`src/rtl/xl_pkg.sv`:
```
package xl_pkg;
    localparam int LIN_W   = 32;
    localparam int PHY_W   = 36;
    localparam int ENT_W   = 64;
    localparam int PG_BIT  = 31;
    localparam int PSE_BIT = 4;
    localparam int PAE_BIT = 5;
    localparam int OFF_W   = 12;

    typedef enum logic [1:0] {
        SZ_4K = 2'd0,
        SZ_2M = 2'd1,
        SZ_4M = 2'd2
    } pgsz_e;

    typedef enum logic [2:0] {
        W_IDLE  = 3'd0,
        W_LOOK  = 3'd1,
        W_ISSUE = 3'd2,
        W_WAIT  = 3'd3,
        W_RESP  = 3'd4
    } wst_e;

    typedef struct packed {
        logic             pg;
        logic             pse;
        logic             pae;
        logic [LIN_W-1:0] root;
    } mode_t;
endpackage

```
`src/rtl/xl_ctl.sv`:
```
module xl_ctl
    import xl_pkg::*;
(
    input  logic             clk,
    input  logic             rst_n,
    input  logic             ctl_wr,
    input  logic [LIN_W-1:0] ctl0_in,
    input  logic [LIN_W-1:0] ctl3_in,
    input  logic [LIN_W-1:0] ctl4_in,
    input  logic             flush,
    output mode_t            mode,
    output logic             inv
);
    mode_t m_d, m_q;

    always_comb begin
        m_d = m_q;
        if (ctl_wr) begin
            m_d.pg   = ctl0_in[PG_BIT];
            m_d.pse  = ctl4_in[PSE_BIT];
            m_d.pae  = ctl4_in[PAE_BIT];
            m_d.root = ctl3_in;
        end
    end

    always_ff @(posedge clk or negedge rst_n) begin
        if (!rst_n) m_q <= '0;
        else        m_q <= m_d;
    end

    assign mode = m_q;
    assign inv  = ctl_wr | flush;

    logic unused_ctl_bits;
    assign unused_ctl_bits = ^{ctl0_in[PG_BIT-1:0], ctl4_in[LIN_W-1:PAE_BIT+1], ctl4_in[PSE_BIT-1:0]};

    // a freshly written mode never leaves translation off with a stale root change visible
    a_r12_mode_load: assert property (@(posedge clk) disable iff (!rst_n)
        ctl_wr |=> (m_q.pg == $past(ctl0_in[PG_BIT])) && (m_q.pae == $past(ctl4_in[PAE_BIT])));
endmodule

```
`src/rtl/xl_tcache.sv`:
```
module xl_tcache
    import xl_pkg::*;
#(
    parameter int DEPTH = 8
) (
    input  logic             clk,
    input  logic             rst_n,
    input  logic             inv,
    input  logic [LIN_W-1:0] look_lin,
    output logic             hit,
    output logic [PHY_W-1:0] hit_phys,
    input  logic             fill_en,
    input  logic [LIN_W-1:0] fill_lin,
    input  pgsz_e            fill_sz,
    input  logic [PHY_W-1:0] fill_phys
);
    localparam int IDXW  = (DEPTH > 1) ? $clog2(DEPTH) : 1;
    localparam int VPN_W = LIN_W - OFF_W;
    localparam int PPN_W = PHY_W - OFF_W;

    typedef struct packed {
        logic [DEPTH-1:0]             vld;
        logic [DEPTH-1:0][VPN_W-1:0]  vpn;
        logic [DEPTH-1:0][PPN_W-1:0]  ppn;
        logic [DEPTH-1:0][1:0]        sz;
        logic [IDXW-1:0]              ptr;
    } tc_t;

    tc_t d, q;

    function automatic logic [PHY_W-1:0] off_mask(input logic [1:0] s);
        case (s)
            SZ_2M:   off_mask = PHY_W'(36'h0_001F_FFFF);
            SZ_4M:   off_mask = PHY_W'(36'h0_003F_FFFF);
            default: off_mask = PHY_W'(36'h0_0000_0FFF);
        endcase
    endfunction

    logic [DEPTH-1:0]            match;
    logic [DEPTH-1:0][PHY_W-1:0] om;
    logic [PHY_W-1:0]            lin_x;

    assign lin_x = {{(PHY_W-LIN_W){1'b0}}, look_lin};

    for (genvar g = 0; g < DEPTH; g++) begin : g_ent
        assign om[g]    = off_mask(q.sz[g]);
        assign match[g] = q.vld[g] &&
            (((q.vpn[g] ^ look_lin[LIN_W-1:OFF_W]) & ~om[g][LIN_W-1:OFF_W]) == '0);
    end

    always_comb begin
        hit_phys = '0;
        for (int i = 0; i < DEPTH; i++) begin
            if (match[i])
                hit_phys = hit_phys | (({q.ppn[i], {OFF_W{1'b0}}} & ~om[i]) | (lin_x & om[i]));
        end
    end
    assign hit = |match;

    always_comb begin
        d = q;
        if (inv) begin
            d.vld = '0;
            d.ptr = '0;
        end else if (fill_en) begin
            d.vld[q.ptr] = 1'b1;
            d.vpn[q.ptr] = fill_lin[LIN_W-1:OFF_W];
            d.ppn[q.ptr] = fill_phys[PHY_W-1:OFF_W];
            d.sz[q.ptr]  = fill_sz;
            d.ptr        = (q.ptr == IDXW'(DEPTH-1)) ? '0 : q.ptr + IDXW'(1);
        end
    end

    always_ff @(posedge clk or negedge rst_n) begin
        if (!rst_n) q <= '0;
        else        q <= d;
    end

    logic unused_fill_bits;
    assign unused_fill_bits = ^fill_phys[OFF_W-1:0];

    a_r10_flush_all: assert property (@(posedge clk) disable iff (!rst_n)
        inv |=> (q.vld == '0) && (q.ptr == '0));
    a_r8_single_match: assert property (@(posedge clk) disable iff (!rst_n)
        $onehot0(match));
    a_r9_ptr_wrap: assert property (@(posedge clk) disable iff (!rst_n)
        (fill_en && !inv && q.ptr == IDXW'(DEPTH-1)) |=> (q.ptr == '0));
    a_r9_fill_sets_valid: assert property (@(posedge clk) disable iff (!rst_n)
        (fill_en && !inv) |=> ($countones(q.vld) >= 1));
endmodule

```
`src/rtl/xl_walker.sv`:
```
module xl_walker
    import xl_pkg::*;
(
    input  logic             clk,
    input  logic             rst_n,
    input  mode_t            mode,
    input  logic             inv,
    input  logic             req_valid,
    input  logic [LIN_W-1:0] req_lin,
    output logic             req_ready,
    output logic             rsp_valid,
    output logic             rsp_fault,
    output logic [PHY_W-1:0] rsp_phys,
    output logic             mem_req,
    output logic [PHY_W-1:0] mem_addr,
    input  logic             mem_rvalid,
    input  logic [ENT_W-1:0] mem_rdata,
    output logic [LIN_W-1:0] look_lin,
    input  logic             hit,
    input  logic [PHY_W-1:0] hit_phys,
    output logic             fill_en,
    output logic [LIN_W-1:0] fill_lin,
    output pgsz_e            fill_sz,
    output logic [PHY_W-1:0] fill_phys
);
    localparam int XW = PHY_W - LIN_W;

    typedef struct packed {
        wst_e             st;
        logic [1:0]       lvl;
        logic [LIN_W-1:0] lin;
        logic [LIN_W-1:0] root;
        logic [PHY_W-1:0] addr;
        logic [PHY_W-1:0] phys;
        logic             pg;
        logic             pse;
        logic             ext;
        logic             fault;
        logic             stale;
    } wk_t;

    wk_t d, q;
    logic [ENT_W-1:0] e;

    always_comb begin
        d         = q;
        fill_en   = 1'b0;
        fill_sz   = SZ_4K;
        e         = q.ext ? mem_rdata : {{(ENT_W-32){1'b0}}, mem_rdata[31:0]};
        if (inv && q.st != W_IDLE) d.stale = 1'b1;
        case (q.st)
            W_IDLE: begin
                if (req_valid) begin
                    d.st    = W_LOOK;
                    d.lin   = req_lin;
                    d.pg    = mode.pg;
                    d.pse   = mode.pse;
                    d.ext   = mode.pg & mode.pae;
                    d.root  = mode.root;
                    d.fault = 1'b0;
                    d.stale = 1'b0;
                end
            end
            W_LOOK: begin
                if (!q.pg) begin
                    d.phys = {{XW{1'b0}}, q.lin};
                    d.st   = W_RESP;
                end else if (hit) begin
                    d.phys = hit_phys;
                    d.st   = W_RESP;
                end else if (q.ext) begin
                    d.addr = {{XW{1'b0}}, q.root[31:5], q.lin[31:30], 3'b000};
                    d.lvl  = 2'd0;
                    d.st   = W_ISSUE;
                end else begin
                    d.addr = {{XW{1'b0}}, q.root[31:12], q.lin[31:22], 2'b00};
                    d.lvl  = 2'd1;
                    d.st   = W_ISSUE;
                end
            end
            W_ISSUE: d.st = W_WAIT;
            W_WAIT: begin
                if (mem_rvalid) begin
                    if (!e[0]) begin
                        d.fault = 1'b1;
                        d.phys  = '0;
                        d.st    = W_RESP;
                    end else begin
                        case (q.lvl)
                            2'd0: begin
                                d.addr = {e[35:12], q.lin[29:21], 3'b000};
                                d.lvl  = 2'd1;
                                d.st   = W_ISSUE;
                            end
                            2'd1: begin
                                if (q.pse && e[7]) begin
                                    if (q.ext) begin
                                        d.phys  = {e[35:21], q.lin[20:0]};
                                        fill_sz = SZ_2M;
                                    end else begin
                                        d.phys  = {{XW{1'b0}}, e[31:22], q.lin[21:0]};
                                        fill_sz = SZ_4M;
                                    end
                                    fill_en = !q.stale;
                                    d.st    = W_RESP;
                                end else begin
                                    d.addr = q.ext ? {e[35:12], q.lin[20:12], 3'b000}
                                                   : {{XW{1'b0}}, e[31:12], q.lin[21:12], 2'b00};
                                    d.lvl  = 2'd2;
                                    d.st   = W_ISSUE;
                                end
                            end
                            default: begin
                                d.phys  = q.ext ? {e[35:12], q.lin[11:0]}
                                                : {{XW{1'b0}}, e[31:12], q.lin[11:0]};
                                fill_sz = SZ_4K;
                                fill_en = !q.stale;
                                d.st    = W_RESP;
                            end
                        endcase
                    end
                end
            end
            W_RESP:  d.st = W_IDLE;
            default: d.st = W_IDLE;
        endcase
    end

    always_ff @(posedge clk or negedge rst_n) begin
        if (!rst_n) q <= '0;
        else        q <= d;
    end

    assign req_ready = (q.st == W_IDLE);
    assign rsp_valid = (q.st == W_RESP);
    assign rsp_fault = q.fault;
    assign rsp_phys  = q.phys;
    assign mem_req   = (q.st == W_ISSUE);
    assign mem_addr  = q.addr;
    assign look_lin  = q.lin;
    assign fill_lin  = q.lin;
    assign fill_phys = d.phys;

    logic unused_walk_bits;
    assign unused_walk_bits = ^{e[ENT_W-1:PHY_W], e[11:8], e[6:1], q.root[4:0]};

    a_r11_busy_after_accept: assert property (@(posedge clk) disable iff (!rst_n)
        (req_valid && req_ready) |=> !req_ready);
    a_r11_single_read: assert property (@(posedge clk) disable iff (!rst_n)
        mem_req |=> !mem_req);
    a_r1_no_read_when_off: assert property (@(posedge clk) disable iff (!rst_n)
        mem_req |-> q.pg);
    a_r7_no_fill_on_fault: assert property (@(posedge clk) disable iff (!rst_n)
        fill_en |-> (mem_rvalid && e[0]));
    a_r8_hit_no_read: assert property (@(posedge clk) disable iff (!rst_n)
        (q.st == W_LOOK && q.pg && hit) |=> (rsp_valid && !mem_req));
endmodule

```
`src/rtl/lin_xlate.sv`:
```
module lin_xlate
    import xl_pkg::*;
#(
    parameter int TC_DEPTH = 8
) (
    input  logic             clk,
    input  logic             rst_n,
    input  logic             ctl_wr,
    input  logic [LIN_W-1:0] ctl0_in,
    input  logic [LIN_W-1:0] ctl3_in,
    input  logic [LIN_W-1:0] ctl4_in,
    input  logic             flush,
    input  logic             req_valid,
    input  logic [LIN_W-1:0] req_lin,
    output logic             req_ready,
    output logic             rsp_valid,
    output logic             rsp_fault,
    output logic [PHY_W-1:0] rsp_phys,
    output logic             mem_req,
    output logic [PHY_W-1:0] mem_addr,
    input  logic             mem_rvalid,
    input  logic [ENT_W-1:0] mem_rdata
);
    mode_t            mode;
    logic             inv;
    logic [LIN_W-1:0] look_lin;
    logic             hit;
    logic [PHY_W-1:0] hit_phys;
    logic             fill_en;
    logic [LIN_W-1:0] fill_lin;
    pgsz_e            fill_sz;
    logic [PHY_W-1:0] fill_phys;

    xl_ctl u_ctl (
        .clk(clk), .rst_n(rst_n), .ctl_wr(ctl_wr), .ctl0_in(ctl0_in),
        .ctl3_in(ctl3_in), .ctl4_in(ctl4_in), .flush(flush),
        .mode(mode), .inv(inv)
    );

    xl_tcache #(.DEPTH(TC_DEPTH)) u_tc (
        .clk(clk), .rst_n(rst_n), .inv(inv), .look_lin(look_lin),
        .hit(hit), .hit_phys(hit_phys), .fill_en(fill_en), .fill_lin(fill_lin),
        .fill_sz(fill_sz), .fill_phys(fill_phys)
    );

    xl_walker u_walk (
        .clk(clk), .rst_n(rst_n), .mode(mode), .inv(inv),
        .req_valid(req_valid), .req_lin(req_lin), .req_ready(req_ready),
        .rsp_valid(rsp_valid), .rsp_fault(rsp_fault), .rsp_phys(rsp_phys),
        .mem_req(mem_req), .mem_addr(mem_addr), .mem_rvalid(mem_rvalid),
        .mem_rdata(mem_rdata), .look_lin(look_lin), .hit(hit), .hit_phys(hit_phys),
        .fill_en(fill_en), .fill_lin(fill_lin), .fill_sz(fill_sz), .fill_phys(fill_phys)
    );

    // a faulting response never carries an address
    a_r7_fault_zero: assert property (@(posedge clk) disable iff (!rst_n)
        (rsp_valid && rsp_fault) |-> (rsp_phys == '0));
endmodule

```
`config.mk`:
```
export PLATFORM = sky130hd
export DESIGN_NAME = lin_xlate
export DESIGN_NICKNAME = d
export VERILOG_FILES = /design/src/rtl/xl_pkg.sv /design/src/rtl/xl_ctl.sv /design/src/rtl/xl_tcache.sv /design/src/rtl/xl_walker.sv /design/src/rtl/lin_xlate.sv
export SDC_FILE = /design/constraint.sdc
export NUM_CORES = 1
export LEC_CHECK = 0
export BUFFER_PORTS_ARGS = -buffer_cell sky130_fd_sc_hd__buf_2
export CAP_MARGIN = 0
export CORE_ASPECT_RATIO = 0.7
export CORE_MARGIN = 1.5
export CORE_UTILIZATION = 50
export CTS_CLUSTER_DIAMETER = 50
export DETAILED_ROUTE_END_ITERATION = 10
export GPL_ROUTABILITY_DRIVEN = 0
export PLACE_DENSITY = 0.69
export SYNTH_ARGS = -nofsm -noshare
export SYNTH_HDL_FRONTEND = slang
export SYNTH_SLANG_ARGS = --single-unit
```
`constraint.sdc`:
```
create_clock -name clk -period 3.4 [get_ports clk]
set_input_delay 0.68 -clock clk [delete_from_list [all_inputs] [get_ports clk]]
set_output_delay 0.68 -clock clk [all_outputs]
set_load 0.01 [all_outputs]
```
==> metrics.md <==
| Metric | Value |
|---|---|
| Outcome | finished clean |
| Core box area | 52200 µm² |
| Mean Syn Cell Area | 10.57 µm² |
| # clock sinks | 548 |
| Worst min-delay path class | in -> async |
| Routed len/inst | 22.84 µm |
| Initial DRC count | 1806 |
| Final net count | 2778 |
| Setup repair bufs after CTS | 0 |
| Clock network latency to the later pin of the worst-skew pair | 0.60 ns |
| Share of the yosys chip area belonging to registers | 0.5199 |
| Initial Utilization | 0.5053 |
| CP startpoint kind | flip-flop |
| Slew HR | 0.1505 |
| Stages on the worst setup path | 7 |
| Cell family with most CP delay | compound AO/OA/AOI/OAI gates |
| Per-cell via count in the routed design | 5.998 |
| Count of fill cells added during filler insertion | 4383 |
| Final design utilization | 0.5660 |
| Quantity of hold-fixing buffers added after cts | 0 |
| Leading cell type in the layout, fill and taps excluded | dfrtp_1 |
| Count of cells along the worst register-to-register path | 7 |
| Buffer levels on the longest clock path | 3 |
| Cell chain of the critical path | xnor2_1, nand3_1, o41ai_2, a22oi_1, nand4_1, or3_1, a32o_1 |
| Detail Placement HPWL | 49.49 mm |
| Die Height | 195.2 µm |
| Final period util | 0.9759 |
| Category of the worst setup path capture point | flip-flop |
| Post-synth top flop | dfrtp_1 |
| Commonest non-fill, non-tap cells in the layout | 536 x dfrtp_1, 436 x nand2_1, 274 x o21ai_0, 224 x mux2_2, 166 x buf_2 |
| Synthesized instance count | 2495 |
| Number of distinct library cells after synthesis | 74 |
| Netlist area before placement | 26380 µm² |
| Total length of routed wires | 75.13 mm |
| Final Hold Fails | 0 |
| Total Negative Setup Slacks | 0 ns |
| Slew at the pin closest to its max-slew limit | 1.274 ns |
| Maximum fanout encountered on the critical timing path | 17 |
| Largest stage delay, worst path | 0.89 ns |
| Post-synthesis register bit count | 548 |
| Setup Crit Path Kind | reg -> reg |
| Vias after detailed routing | 19730 |
| Detailed-route DRC error count | 0 |
| Total power per unit cell area | 687.4 nW/µm² |
| Width of the chip | 277.5 µm |
| First-pass GRT wire length | 115.8 mm |
| FFs w/ async S/R, synth | 1.000 |
| Post-Route Skew | 0.02209 ns |
| Post-route insts no fill | 3289 |
| Maximum resistive drop on vdd | 0.0005390 V |
| Count of input and output buffers | 167 |
| Overall Global Routing Usage | 0.2755 |
| Share of post-route cells with drive strength above 1 | 0.2481 |
| Max frequency | 0.3014 GHz |
| Area of all sequential standard cells | 13730 µm² |
| Number of levels in the clock H-tree | 2 |
| Clk slew on worst S/H paths | 0.06 ns |
| Number of cells upsized or downsized after cts | 0 |
| Die ar. | 54170 µm² |
| EDFF count, synth | 0 |
| Vias in the first global route | 19730 |
| Number of pins with negative max-slew slack in the final report | 0 |
| Final min period | 3.318 ns |
| Required time at the worst-slack endpoint | 3.92 ns |
| Maximum number of pins on one net before global-route repair | 80 |
| CTS tree | built |
| Ports placed on the boundary | 274 |
| Leakage | 0.01378 µW |
| Number of max-cap violations | 0 |
| Antenna Violating Nets Remaining | 0 |
| WP data arrival | 3.84 ns |
| Aggregate global routing overflow | 0 |
| Pre-CTS setup slack | 0.04552 ns |
| Final worst-path setup slack | 0.08192 ns |
| Buffers and inverters on the worst path | 0 |
| DP Cell Count | 3201 |
| Area growth from synthesis to layout | 12.01% |
| Root buf cell | clkbuf_16 |
| Area of combinational cells with multiple inputs | 11240 µm² |
| Library cell contributing the largest single delay on the critical path | dfrtp_1 |
| Number of CTS-inserted buffers | 51 |
| Detailed Routing Iterations Pass 1 | 5 |
| Unrepaired setup endpoints after global routing | no |
| Number of warnings printed during yosys synthesis | 0 |
| Floorplan row count | 70 |
| Number of antenna violations at the first check in global routing | 0 |
| Finish-stage setup viols | 0 |
[power by group]
part / internal, µW / switching (µW) / total, µW / leakage (µW)
sequential: 7280 / 1140 / 8420 / 0.00738
clock: 3250 / 2520 / 5770 / 0.000826
combinational: 2430 / 3700 / 6120 / 0.00558
[registers in the layout (all words and copies together), names as in the netlist]
name,count
u_tc.q,379
u_walk.q,36
u_walk.rsp_phys,36
u_walk.mem_addr,34
u_walk.fill_lin,32
u_ctl.mode,30
u_walk.rsp_fault,1
[path summary, 6_finish.rpt]
kind                       slack, ns           startpoint                   to
max                             0.08  u_walk.fill_lin[15]   u_walk.rsp_phys[3]
min                              0.1                rst_n          u_tc.q[170]
max reg2reg                     0.08  u_walk.fill_lin[15]   u_walk.rsp_phys[3]
min reg2reg                     0.46       u_ctl.mode[15]         u_walk.q[92]
max in group asynchronous       2.33                rst_n  u_walk.fill_lin[21]
min in group clk                0.28          req_lin[20]  u_walk.fill_lin[20]
[cells by family (layout without fill, tap and decap cells)]
| family | count (synthesis) | after routing | share of synthesized area |
|---|---|---|---|
| other | 1 | 3 | 0.0001422 |
| adder cells (fa/ha/maj) | 10 | 10 | 0.004743 |
| XOR/XNOR | 160 | 160 | 0.05312 |
| multiplexers | 289 | 289 | 0.1207 |
| AO/OA/AOI/OAI | 536 | 536 | 0.1317 |
| AND/OR/NAND/NOR | 665 | 665 | 0.1138 |
| buffers and inverters | 286 | 394 | 0.05597 |
| flip-flops | 548 | 548 | 0.5199 |
[cells in the mapped netlist (all sizes together), types with 10 or more instances]
| master | count | area [µm²] |
|---|---|---|
| nor2 | 26 | 97.59 |
| o21bai | 10 | 75.07 |
| nand3 | 80 | 417.9 |
| and3 | 13 | 81.33 |
| mux2i | 60 | 600.6 |
| o21ai | 283 | 1416 |
| o22ai | 21 | 131.4 |
| clkbuf | 137 | 514.2 |
| a31oi | 10 | 62.56 |
| buf | 132 | 898.4 |
| ha | 10 | 125.1 |
| and2 | 18 | 112.6 |
| a21oi | 39 | 198.9 |
| a2bb2oi | 29 | 254.0 |
| xor2 | 14 | 122.6 |
| xnor2 | 146 | 1279 |
| mux2 | 229 | 2582 |
| a222oi | 20 | 200.2 |
| dfrtp | 548 | 13710 |
| a22oi | 44 | 335.3 |
| nor4 | 15 | 118.9 |
| a2111oi | 10 | 137.6 |
| inv | 16 | 60.06 |
| nand4 | 43 | 290.3 |
| a32o | 17 | 170.2 |
| nand2 | 442 | 1667 |
[area by class of cell]
| type | instances | share of cell area |
|---|---|---|
| clock buffer | 74 | 0.05158 |
| clock inverter | 13 | 0.004531 |
| multi-input combinational | 1662 | 0.3806 |
| antenna | 1 | 0.00008469 |
| sequential | 548 | 0.4646 |
| timing repair buffer | 290 | 0.06750 |
| inverter | 17 | 0.002160 |
| tap | 684 | 0.02896 |
[metrics by stage]
step / instance area, µm² / total power (µW) / hold WS, ns
4_1_cts: 29530 / 20310 / 0.1358
3_3_place_gp: 27870 / 14370 / 0.4468
5_1_grt: 29540 / 21300 / 0.1397
6_report: 29550 / 20310 / 0.09666
2_1_floorplan: 26380 / 12490 / 0.3844
3_5_place_dp: 27870 / 14550 / 0.4511
[layer usage]
layer	track usage	part of all wire	up-vias
li1	-	-	8850
met1	0.4000	0.45	9972
met2	0.4229	0.45	771
met3	0.04535	0.073	133
met4	0.08865	0.031	0
met5	0	0	-
(Power assumes the default switching activity.)
